**config.mk**
```make
export PLATFORM = sky130hd
export DESIGN_NAME = pxl_timecount
export DESIGN_NICKNAME = d
export VERILOG_FILES = /design/src/rtl/pxl_pkg.sv /design/src/rtl/pxl_evt_qual.sv /design/src/rtl/pxl_lfsr_cnt.sv /design/src/rtl/pxl_timecount.sv
export SDC_FILE = /design/constraint.sdc
export NUM_CORES = 1
export LEC_CHECK = 0
export BUFFER_PORTS_ARGS = -buffer_cell sky130_fd_sc_hd__buf_2
export CAP_MARGIN = 20
export CORE_UTILIZATION = 25
export CTS_CLUSTER_SIZE = 25
export DETAILED_ROUTE_END_ITERATION = 10
export REMOVE_ABC_BUFFERS = 1
export SYNTH_ARGS = -nofsm -noshare
export SYNTH_HDL_FRONTEND = slang
export SYNTH_SLANG_ARGS = --single-unit
```
**constraint.sdc**
```tcl
create_clock -name clk -period 2.6 [get_ports clk]
set_clock_uncertainty 0.15 [all_clocks]
set_input_delay 0.39 -clock clk [delete_from_list [all_inputs] [get_ports clk]]
set_output_delay 0.39 -clock clk [all_outputs]
set_load 0.02 [all_outputs]
```
**src/rtl/pxl_pkg.sv**
```systemverilog
package pxl_pkg;
  typedef enum logic [1:0] {
    OP_HOLD  = 2'd0,
    OP_CLEAR = 2'd1,
    OP_ACQ   = 2'd2,
    OP_SHIFT = 2'd3
  } pxl_op_e;
endpackage

```
**src/rtl/pxl_evt_qual.sv**
```systemverilog
module pxl_evt_qual (
  input  logic clk,
  input  logic rst_n,
  input  logic disc_in,
  input  logic tp_in,
  input  logic tp_en,
  input  logic mask_cfg,
  output logic ev,
  output logic ev_rise
);
  logic ev_d;

  // event source: discriminator, plus the test pulse when enabled, both behind the mask
  assign ev      = (disc_in | (tp_en & tp_in)) & ~mask_cfg;
  assign ev_rise = ev & ~ev_d;

  always_ff @(posedge clk or negedge rst_n) begin
    if (!rst_n) ev_d <= 1'b0;
    else        ev_d <= ev;
  end
endmodule

```
**src/rtl/pxl_lfsr_cnt.sv**
```systemverilog
module pxl_lfsr_cnt #(
  parameter int          W    = 4,
  parameter logic [W-1:0] TAPS = 4'b1100
) (
  input  logic            clk,
  input  logic            rst_n,
  input  pxl_pkg::pxl_op_e op,
  input  logic            adv,
  input  logic            sin,
  output logic [W-1:0]    q,
  output logic            sat,
  output logic            sout
);
  import pxl_pkg::*;

  function automatic logic [W-1:0] lfsr_step(input logic [W-1:0] s);
    return {s[W-2:0], ^(s & TAPS)};
  endfunction

  function automatic logic [W-1:0] lfsr_last();
    logic [W-1:0] s;
    s = {{(W-1){1'b0}}, 1'b1};
    for (int i = 0; i < (1 << W) - 2; i++) s = lfsr_step(s);
    return s;
  endfunction

  localparam logic [W-1:0] SEED = {{(W-1){1'b0}}, 1'b1};
  localparam logic [W-1:0] LAST = lfsr_last();

  assign sat  = (q == LAST);
  assign sout = q[W-1];

  always_ff @(posedge clk or negedge rst_n) begin
    if (!rst_n) q <= SEED;
    else begin
      case (op)
        OP_SHIFT: q <= {q[W-2:0], sin};
        OP_CLEAR: q <= SEED;
        OP_ACQ:   if (adv && !sat) q <= lfsr_step(q);
        default:  q <= q;
      endcase
    end
  end
endmodule

```
**src/rtl/pxl_timecount.sv**
```systemverilog
module pxl_timecount #(
  parameter int           W    = 4,
  parameter logic [W-1:0] TAPS = 4'b1100
) (
  input  logic         clk,
  input  logic         rst_n,
  input  logic         shutter,
  input  logic         ro_mode,
  input  logic         ro_din,
  input  logic         disc_in,
  input  logic         tp_in,
  input  logic         tp_en,
  input  logic         mask_cfg,
  input  logic         cnt_mode,
  output logic [W-1:0] tot_q,
  output logic [W-1:0] toa_q,
  output logic         hit_flag,
  output logic         ro_dout
);
  import pxl_pkg::*;

  logic     shutter_d, shutter_rise, acq_cyc;
  logic     ev, ev_rise, tot_adv, toa_adv;
  logic     tot_sat, toa_sat, toa_sout, tot_sout;
  pxl_op_e  op;

  always_ff @(posedge clk or negedge rst_n) begin
    if (!rst_n) shutter_d <= 1'b0;
    else        shutter_d <= shutter;
  end

  assign shutter_rise = shutter & ~shutter_d;

  always_comb begin
    if (ro_mode)           op = OP_SHIFT;
    else if (shutter_rise) op = OP_CLEAR;
    else if (shutter)      op = OP_ACQ;
    else                   op = OP_HOLD;
  end

  assign acq_cyc = (op == OP_ACQ);

  pxl_evt_qual u_evt (
    .clk(clk), .rst_n(rst_n), .disc_in(disc_in), .tp_in(tp_in),
    .tp_en(tp_en), .mask_cfg(mask_cfg), .ev(ev), .ev_rise(ev_rise)
  );

  assign tot_adv = cnt_mode ? ev_rise : ev;
  assign toa_adv = ~cnt_mode & ~hit_flag & ~ev;

  pxl_lfsr_cnt #(.W(W), .TAPS(TAPS)) u_toa (
    .clk(clk), .rst_n(rst_n), .op(op), .adv(toa_adv), .sin(ro_din),
    .q(toa_q), .sat(toa_sat), .sout(toa_sout)
  );

  pxl_lfsr_cnt #(.W(W), .TAPS(TAPS)) u_tot (
    .clk(clk), .rst_n(rst_n), .op(op), .adv(tot_adv), .sin(toa_sout),
    .q(tot_q), .sat(tot_sat), .sout(tot_sout)
  );

  always_ff @(posedge clk or negedge rst_n) begin
    if (!rst_n) hit_flag <= 1'b0;
    else begin
      case (op)
        OP_SHIFT: hit_flag <= tot_sout;
        OP_CLEAR: hit_flag <= 1'b0;
        OP_ACQ:   hit_flag <= hit_flag | ev;
        default:  hit_flag <= hit_flag;
      endcase
    end
  end

  assign ro_dout = hit_flag;
endmodule

```
**Word-level counts from Yosys, hierarchy flattened**

Cells that the tools add are included.

- Output and inout port bits: 10
- Input port bits: 10
- Flip-flop bits (word level): 11
- Logic and storage cells: 44

- Eq/ne operators: 7
- Bitwise logic cells: 14
- Reduce and logical (&&, ||, !) cells: 9
- Muxes and demuxes: 9

Operator list:

| kind | number |
|---|---|
| case mux 4 bit (3 select lines) | 2 |
| == test 4 bit, second input constant | 2 |
| two-way mux 4 bit | 2 |
| XOR reduction 4 bit | 2 |
| AND 1 bit | 6 |
| two-way mux 2 bit | 3 |
| NOT 1 bit | 6 |
| == test 2 bit, second input constant | 2 |
| != test 2 x 1 -> 1 bit, second input constant | 2 |
| AND reduction 2 bit | 2 |
| case mux 1 bit (3 select lines) | 1 |
| nonzero test 3 bit | 1 |
| == test 2 x 1 -> 1 bit, second input constant | 1 |
| logical AND 1 bit | 2 |
| zero test 1 bit | 2 |
| bitwise OR 1 bit | 2 |
| two-way mux 1 bit | 1 |

**Longest topological paths before layout**

Gate-level depths: netlist of the first run.

- Word-level depth: 8
- Gate-level depth with buffers: 7
- Depth with buffers taken out: 7

**By module**

A second synthesis of the first run with hierarchy kept.

- Cell total of the unflattened synthesis: 77
- Area total of the unflattened synthesis: 789.5 um^2

Modules (own cells, without submodules):

| module | area an instance (um^2) | sequential area each (um^2) | instances | cells each |
|---|---|---|---|---|
| pxl_lfsr_cnt | 297.8 | 101.3 | 2 | 28 |
| pxl_timecount | 146.4 | 50.0 | 1 | 17 |
| pxl_evt_qual | 47.5 | 25.0 | 1 | 4 |

**Worst setup path before layout of the first run**

OpenSTA, ideal clock, no wires.

- Kind: input-to-reg
- Start: in shutter
- End: reg u_toa.q[0]
- Data required time: 2.368 ns
- Setup time: 0.082 ns
- Arrival time: 1.668 ns
- Path slack: 0.700 ns
- Buffers on the path: 0
- Stages on the path: 6
- Cells stage by stage: a21o_1 > inv_1 > ha_1 > a2111o_1 > o22ai_4 > mux2_4

- Cells in the longest elaborated chain, start to end: 6
- Elaborated cells on any way between the ends: 11
- Classes of those cells: eq/ne (4); mux (4); bitwise (1); reduce/logical (2)

RTL lines:

| item | line | RTL |
|---|---|---|
| start, declared | pxl_timecount.sv:7 | `input logic shutter,` |
| AND 1 bit or two-way mux 2 bit (tied branches) | pxl_timecount.sv:32, pxl_timecount.sv:37 |  |
| two-way mux 2 bit (*) | pxl_timecount.sv:36 | `else if (shutter_rise) op = OP_CLEAR;` |
| two-way mux 2 bit (*) | pxl_timecount.sv:35 | `if (ro_mode) op = OP_SHIFT;` |
| == test 2 bit or == test 2 x 1 -> 1 bit (tied branches) | pxl_lfsr_cnt.sv:36 | `case (op)` |
| != test 2 x 1 -> 1 bit (no line) or nonzero test 3 bit (tied branches) | -- |  |
| AND reduction 2 bit (no line) | -- |  |
| end signal, assigned | pxl_lfsr_cnt.sv:37 | `OP_SHIFT: q <= {q[W-2:0], sin};` |
| end signal, assigned | pxl_lfsr_cnt.sv:39 | `OP_ACQ: if (adv && !sat) q <= lfsr_step(q);` |
| end signal, assigned | pxl_lfsr_cnt.sv:40 | `default: q <= q;` |
| end, declared | pxl_lfsr_cnt.sv:10 | `output logic [W-1:0] q,` |

Every way passes the cells marked *; elsewhere a longest branch is shown, timed or not.
A chain may end at the register's enable or synchronous reset.

**Worst setup path in the final report of the first run**

- Start: reg shutter_d
- End: reg u_tot.q[0]

- Cells in the longest elaborated chain, start to end: 7
- Elaborated cells on any way between the ends: 11
- Classes of those cells: eq/ne (4); mux (3); bitwise (2); reduce/logical (2)

RTL lines:

| item | line | RTL |
|---|---|---|
| start, declared | pxl_timecount.sv:22 | `logic shutter_d, shutter_rise, acq_cyc;` |
| start signal, assigned | pxl_timecount.sv:29 | `else shutter_d <= shutter;` |
| NOT 1 bit (*) | pxl_timecount.sv:32 | `assign shutter_rise = shutter & ~shutter_d;` |
| AND 1 bit (*) | pxl_timecount.sv:32 |  |
| two-way mux 2 bit (*) | pxl_timecount.sv:36 |  |
| two-way mux 2 bit (*) | pxl_timecount.sv:35 |  |
| == test 2 bit or == test 2 x 1 -> 1 bit (tied branches) | pxl_lfsr_cnt.sv:36 |  |
| != test 2 x 1 -> 1 bit (no line) or nonzero test 3 bit (tied branches) | -- |  |
| AND reduction 2 bit (no line) | -- |  |
| end signal, assigned | pxl_lfsr_cnt.sv:37 |  |
| end signal, assigned | pxl_lfsr_cnt.sv:39 |  |
| end signal, assigned | pxl_lfsr_cnt.sv:40 |  |
| end, declared | pxl_lfsr_cnt.sv:10 |  |

Marks and branches as above.

==> impl_summary.txt, run 1 <==
----------------------------------------------------
[Routing]
  Detailed-route DRC error count ... 0
  Count of antenna-violating nets left after detailed routing ... 0
  First-pass iteration count of the detailed router ... 2
  Routed length per placed instance ... 11.3 um
  Routed wire length ... 1310 um
  Via count of the routed design ... 523
  Detailed router's first-iteration violation count ... 1
  Vias per std cell ... 4.51

[Layout]
  Antenna Diode Count ... 0
  Area growth, synth to finish ... 21.8%
  Core utilization of the finished layout ... 32.2%
  Proportion of layout cells with a drive suffix above 1 ... 32.6%
  Nets ... 102

[Timing]
  Pins Over Slew Limit ... 0
  Final cycle utilization of the critical path ... 76.4%
  Maximum operating frequency ... 503 MHz
  Clock period minus worst slack ... 1990 ps
  Number of endpoints failing setup at the final stage ... 0
  Worst hold slack across all endpoints ... 97.9 ps
  Endpoints failing hold ... 0
  Setup repair after global routing missed its margin ... no
  Post-layout worst setup margin ... 612 ps
  Slew HR ... 70.0%
  Worst slew pin tran ... 450 ps
  Setup Total Neg Slack ... 0 ps

[Synthesis]
  Combinational family with the most area after synthesis ... compound AO/OA/AOI/OAI gates
  Fraction of synthesized cell area in xor and xnor cells ... 0%
  Asr flop ratio synth ... 100%
  Cell taking the most area after synthesis ... sky130_fd_sc_hd__dfrtp_1
  Count of state elements after synthesis ... 11
  Cell types with the highest counts after synthesis ... sky130_fd_sc_hd__inv_1 (11), sky130_fd_sc_hd__dfrtp_1 (9), sky130_fd_sc_hd__nand2_1 (7)
  Yosys top cell area share ... 34.4%
  Most common cell in the synthesized netlist ... sky130_fd_sc_hd__inv_1
  Mux contribution to synthesized area ... 13.2%
  Post-Syn Instances ... 66
  Number of unique standard cell types used by synthesis ... 21
  Count of synthesis-stage warnings from yosys ... 0
  Count of flip-flops with a built-in enable after synthesis ... 0
  Share of synthesized cell area in full adder, half adder and majority cells ... 9.56%
  Avg Cell Area, Syn ... 9.91 sq um
  Most used flip-flop cell after synthesis ... sky130_fd_sc_hd__dfrtp_1
  Cell area after synthesis ... 654 sq um
  Main area contributors after synthesis ... sky130_fd_sc_hd__dfrtp_1 (34%), sky130_fd_sc_hd__ha_1 (9.6%), sky130_fd_sc_hd__mux2i_1 (9.2%), sky130_fd_sc_hd__dfstp_2 (8.0%), sky130_fd_sc_hd__inv_1 (6.3%)
  Part of the Yosys area used for sequential elements ... 42.4%
  Post-synthesis share of cell area spent on and, or, nand and nor gates ... 8.60%
  Synthesized-area fraction occupied by ao, oa, aoi and oai cells ... 15.9%

[Clock network]
  Number of H-tree levels ... 1
  Root buffer selected by CTS ... sky130_fd_sc_hd__clkbuf_4
  Cts hold-fix bufs ... 1
  Clock sinks ... 11
  TritonCTS Buffers ... 3
  Clk_lat worst skew ... 270 ps
  TritonCTS clock tree ... yes
  Buffers inserted during post-CTS setup optimization ... 0
  Clock Pin Slew Worst Setup and Hold Paths ... 70 ps
  Largest buffer count on any clock path ... 2
  Post_cts resized ... 0

[Global routing]
  Pin count of the biggest net entering global routing ... 12
  Antenna violations before repair ... 0
  Met1 Use GR ... 14.6%
  Met3 global-route usage ... 3.74%
  First-pass GRT wire length ... 2350 um
  Busiest layer in global routing ... met2
  Total global routing track utilization ... 11.9%
  Gr ovfl total ... 0
  Met2 capacity usage during global routing ... 19.0%
  Number of global-route vias before repair ... 525

[Flow run]
  Max-cap violations ... 0

[Floorplan]
  Die X-Extent ... 53.2 um
  Core Rows ... 18
  # IOs ... 20
  Initial cell density of the core ... 26.4%
  Die footprint ... 0.00283 sq mm
  Vert. Die Dim ... 53.2 um
  Floorplan core area ... 0.00248 sq mm

[Worst setup path]
  Crit path arrival time ... 2030 ps
  Setup slack on the worst flop-to-flop path ... 610 ps
  Worst reg2reg path endpoint ... u_tot.q[0]
  Kind of end point of the critical path ... flop
  Critical path peak fanout ... 6
  Worst reg2reg path depth ... 6
  WP data required ... 2650 ps
  Type of the setup path with the least slack ... reg2reg
  Worst Setup SP ... shutter_d
  Critical Path Source Type ... flop
  Launching point of the worst reg2reg path ... shutter_d

[Min path]
  Cell depth of the worst hold path ... 1
  Worst Hold Path EP ... shutter_d
  Hold Crit Class ... in2reg
  Hold Startpoint ... shutter

[Placement]
  Count of buffers inserted at the top-level ports ... 19
  DP Worst Slack ... 468 ps
  Final weighted congestion of routability-driven global placement ... 0.694
  Detailed placer's ending HPWL ... 1050 um

[Power]
  Pwr per Cell Area ... 712 mW/mm^2
  Worst VDD drop ... 0.000235 V
  Pleak ... 0.000439 uW

[Run status]
  Run status ... completed

----------------------------------------------------
## per-stage QoR
stage                     instances  cell area (sq um)  power (uW)
final                           116                797         567
after floorplan                  62                628         384
after CTS                       116                797         579
after global routing            116                797         620
after global placement          111                761         451
after detailed placement        111                761         455
## cells by family after synthesis
family / Yosys count
fa+ha+maj: 5
simple gates: 13
buf+inv: 15
flops: 11
compound gates: 14
mux: 8
## registers in the layout, summed over array words and instances, names as in the netlist
| register | flops |
|---|---|
| shutter_d | 1 |
| hit_flag | 1 |
| u_evt.ev_d | 1 |
| u_tot.q | 4 |
| u_toa.q | 4 |
## worst max-delay path, stage by stage (launching register included)
cell	delay, ps
sky130_fd_sc_hd__dfrtp_1	380
sky130_fd_sc_hd__inv_1	50
sky130_fd_sc_hd__a21oi_1	90
sky130_fd_sc_hd__ha_1	310
sky130_fd_sc_hd__a221oi_1	260
sky130_fd_sc_hd__o2bb2ai_1	280
sky130_fd_sc_hd__mux2_2	390
## placed cells by master (no fill, tap or decap), types with 2 or more instances in the layout
master,count
sky130_fd_sc_hd__ha_1,5
sky130_fd_sc_hd__nor2_1,3
sky130_fd_sc_hd__o21ai_0,2
sky130_fd_sc_hd__dfrtp_1,9
sky130_fd_sc_hd__a21oi_1,6
sky130_fd_sc_hd__dfstp_2,2
sky130_fd_sc_hd__buf_2,19
sky130_fd_sc_hd__nor2b_1,2
sky130_fd_sc_hd__inv_1,11
sky130_fd_sc_hd__mux2i_1,6
sky130_fd_sc_hd__clkbuf_4,3
sky130_fd_sc_hd__nand2_1,7
## worst max path at each step
stage,endpoint,slack [ps],cells after the start
2_1_floorplan,u_toa.q[0],700,6
3_3_place_gp,u_toa.q[0],510,7
3_5_place_dp,u_tot.q[0],470,7
4_1_cts,u_tot.q[0],580,6
5_1_grt,u_tot.q[0],500,6
6_report,u_tot.q[0],610,6
## routing by layer
metal | vias up | wire length (um)
met3 | 4 | 74
met4 | 0 | 23
met5 | - | 0
met2 | 15 | 603
met1 | 248 | 607
li1 | 256 | -
## area by class of cell
class                      count  area (sq um)
inverter                      11          41.3
clock buffer                   4          26.3
fill                         286          1680
sequential                    11           278
multi-input combinational     40           309
tap                           30          37.5
timing repair buffer          20           105
## where the power goes
| part | internal, uW | leakage, uW | total (uW) | switching, uW |
|---|---|---|---|---|
| clock network | 59.4 | 0.0000150 | 117 | 58.0 |
| logic | 85.0 | 0.000286 | 208 | 123 |
| registers | 211 | 0.000138 | 242 | 30.7 |
No activity file was read; power rests on OpenSTA's default activity.
==> run 2, diff against run 1 <==
Clock period 2.6 ns to 1.7 ns, I/O delays scaled along.
==> run 2 against run 1 <==
The flow now finishes with violations (setup timing). Worst hold slack worse by 36 ps. Wire length is 1.1% lower. Final cell count is 8.6% higher. Sequential share of layout area is 4.0 points lower. Critical path depth stayed put. First-iteration DRC count grew to 5.0 times the previous value. Worst setup slack worse by 660 ps. Non-clock buffer count is 10 higher. Total power is 61% higher. Design area is 13% higher.
==> impl_summary.txt, run 2 (synthesis results as in run 1) <==
----------------------------------------------------
[Layout]
  Most used cells in the layout excluding fill and tap cells ... sky130_fd_sc_hd__buf_2 (19), sky130_fd_sc_hd__inv_1 (10), sky130_fd_sc_hd__dfrtp_1 (9)
  Area growth, synth to finish ... 37.7%
  Antenna Diode Count ... 0
  Nets ... 112
  Largest registers ranked by flip-flop count ... u_toa.q x4, u_tot.q x4
  Core utilization of the finished layout ... 36.4%
  Proportion of layout cells with a drive suffix above 1 ... 42.7%
  Most frequent standard cell in the layout excluding fill and tap cells ... sky130_fd_sc_hd__buf_2

[Worst setup path]
  Setup slack on the worst flop-to-flop path ... -40 ps
  WP data required ... 1740 ps
  Crit path arrival time ... 1780 ps
  Worst Setup SP ... shutter_d
  Worst reg2reg path depth ... 6
  Critical path peak fanout ... 5
  Type of the setup path with the least slack ... reg2reg
  Worst reg2reg path endpoint ... u_tot.q[0]
  Kind of end point of the critical path ... flop
  Critical Path Source Type ... flop
  Launching point of the worst reg2reg path ... shutter_d

[Placement]
  Final weighted congestion of routability-driven global placement ... 0.724
  Detailed placer's ending HPWL ... 1040 um
  Count of buffers inserted at the top-level ports ... 19

[Min path]
  Hold Startpoint ... mask_cfg
  Worst Hold Path EP ... u_evt.ev_d
  Cell depth of the worst hold path ... 2
  Hold Crit Class ... in2reg

[Power]
  Worst VDD drop ... 0.000525 V
  Pleak ... 0.000489 uW
  Power Total ... 913 uW
  Pwr per Cell Area ... 1010 mW/mm^2

[Clock network]
  TritonCTS Buffers ... 3
  Largest buffer count on any clock path ... 2
  TritonCTS clock tree ... yes
  Root buffer selected by CTS ... sky130_fd_sc_hd__clkbuf_4
  Clk_lat worst skew ... 270 ps
  Number of H-tree levels ... 1
  Clock Pin Slew Worst Setup and Hold Paths ... 70 ps
  Buffers inserted during post-CTS setup optimization ... 0
  Clock sinks ... 11

[Floorplan]
  # IOs ... 20
  Die X-Extent ... 53.2 um
  Initial cell density of the core ... 26.4%
  Core Rows ... 18
  Vert. Die Dim ... 53.2 um
  Floorplan core area ... 0.00248 sq mm
  Die footprint ... 0.00283 sq mm

[Routing]
  Via count of the routed design ... 549
  Vias per std cell ... 4.36
  Detailed router's first-iteration violation count ... 5
  Count of antenna-violating nets left after detailed routing ... 0
  Met1 wire length ... 610 um
  Routed wire length ... 1290 um
  Detailed-route DRC error count ... 0
  Highest metal layer with signal wires ... met4
  First-pass iteration count of the detailed router ... 4
  Met3 wirelength from detailed routing ... 76 um
  Routed length per placed instance ... 10.3 um
  Routed length on met2 ... 593 um

[Timing]
  Final cycle utilization of the critical path ... 103%
  Endpoints failing hold ... 0
  Number of endpoints failing setup at the final stage ... 8
  Setup repair after global routing missed its margin ... yes
  Pins Over Slew Limit ... 0
  Slew HR ... 75.2%
  Worst slew pin tran ... 371 ps
  Maximum operating frequency ... 574 MHz
  Clock period minus worst slack ... 1740 ps
  Post-layout worst setup margin ... -42.7 ps

[Run status]
  Violated checks ... setup timing
  Run status ... finished with violations

[Global routing]
  Pin count of the biggest net entering global routing ... 12
  First-pass GRT wire length ... 2110 um
  Gr ovfl total ... 0
  Total global routing track utilization ... 11.1%
  Number of global-route vias before repair ... 497
  Antenna violations before repair ... 0

[Flow run]
  Max-cap violations ... 0

----------------------------------------------------
run 2: area by class of cell:
| class | count | area, sq um |
|---|---|---|
| clock buffer | 4 | 26.3 |
| tap | 30 | 37.5 |
| sequential | 11 | 278 |
| fill | 278 | 1580 |
| inverter | 11 | 41.3 |
| timing repair buffer | 30 | 186 |
| multi-input combinational | 40 | 332 |
run 2: worst max-delay path by stage:
| stage | cells past startpoint | endpoint | slack [ps] |
|---|---|---|---|
| 2_1_floorplan | 6 | u_toa.q[0] | -170 |
| 3_3_place_gp | 8 | u_toa.q[1] | -130 |
| 3_5_place_dp | 7 | u_toa.q[2] | -160 |
| 4_1_cts | 6 | u_tot.q[0] | -40 |
| 5_1_grt | 6 | u_tot.q[0] | -140 |
| 6_report | 6 | u_tot.q[0] | -40 |
run 2: power by group:
part | leakage [uW] | switching [uW] | internal, uW
clock | 0.0000150 | 82.2 | 90.7
sequential | 0.000138 | 39.6 | 322
combinational | 0.000336 | 207 | 171
run 2: critical path: stages (launching register included):
cell and delay [ps]:
sky130_fd_sc_hd__dfrtp_1 350, sky130_fd_sc_hd__inv_1 50, sky130_fd_sc_hd__a21oi_2 230, sky130_fd_sc_hd__ha_1 330
sky130_fd_sc_hd__a211oi_1 220, sky130_fd_sc_hd__a21oi_1 70, sky130_fd_sc_hd__mux2_2 270
run 2: through the flow:
stage / area (sq um) / std cells / setup slack, ps / hold WS, ps / TNS, ps
floorplan: 628 / 62 / -173 / -191 / -448
global placement: 828 / 120 / -125 / -7.21 / -608
detailed placement: 828 / 120 / -157 / -6.10 / -851
CTS: 901 / 126 / -36.4 / 45.4 / -223
global route: 901 / 126 / -138 / 66.1 / -1060
finish: 901 / 126 / -42.7 / 61.8 / -236
run 2: timing repair:
action	CTS	global route
hold buffers	2	0
gates resized for setup	6	0
pin swaps	3	0
setup endpoints to repair	8	9
hold endpoints to repair	12	0
run 2: routing by layer:
layer  up-vias  global-route usage [%]
met5         -                       0
met4         0                    5.26
met3         2                    4.31
met2        17                    17.5
met1       248                    12.9
li1        282                       -
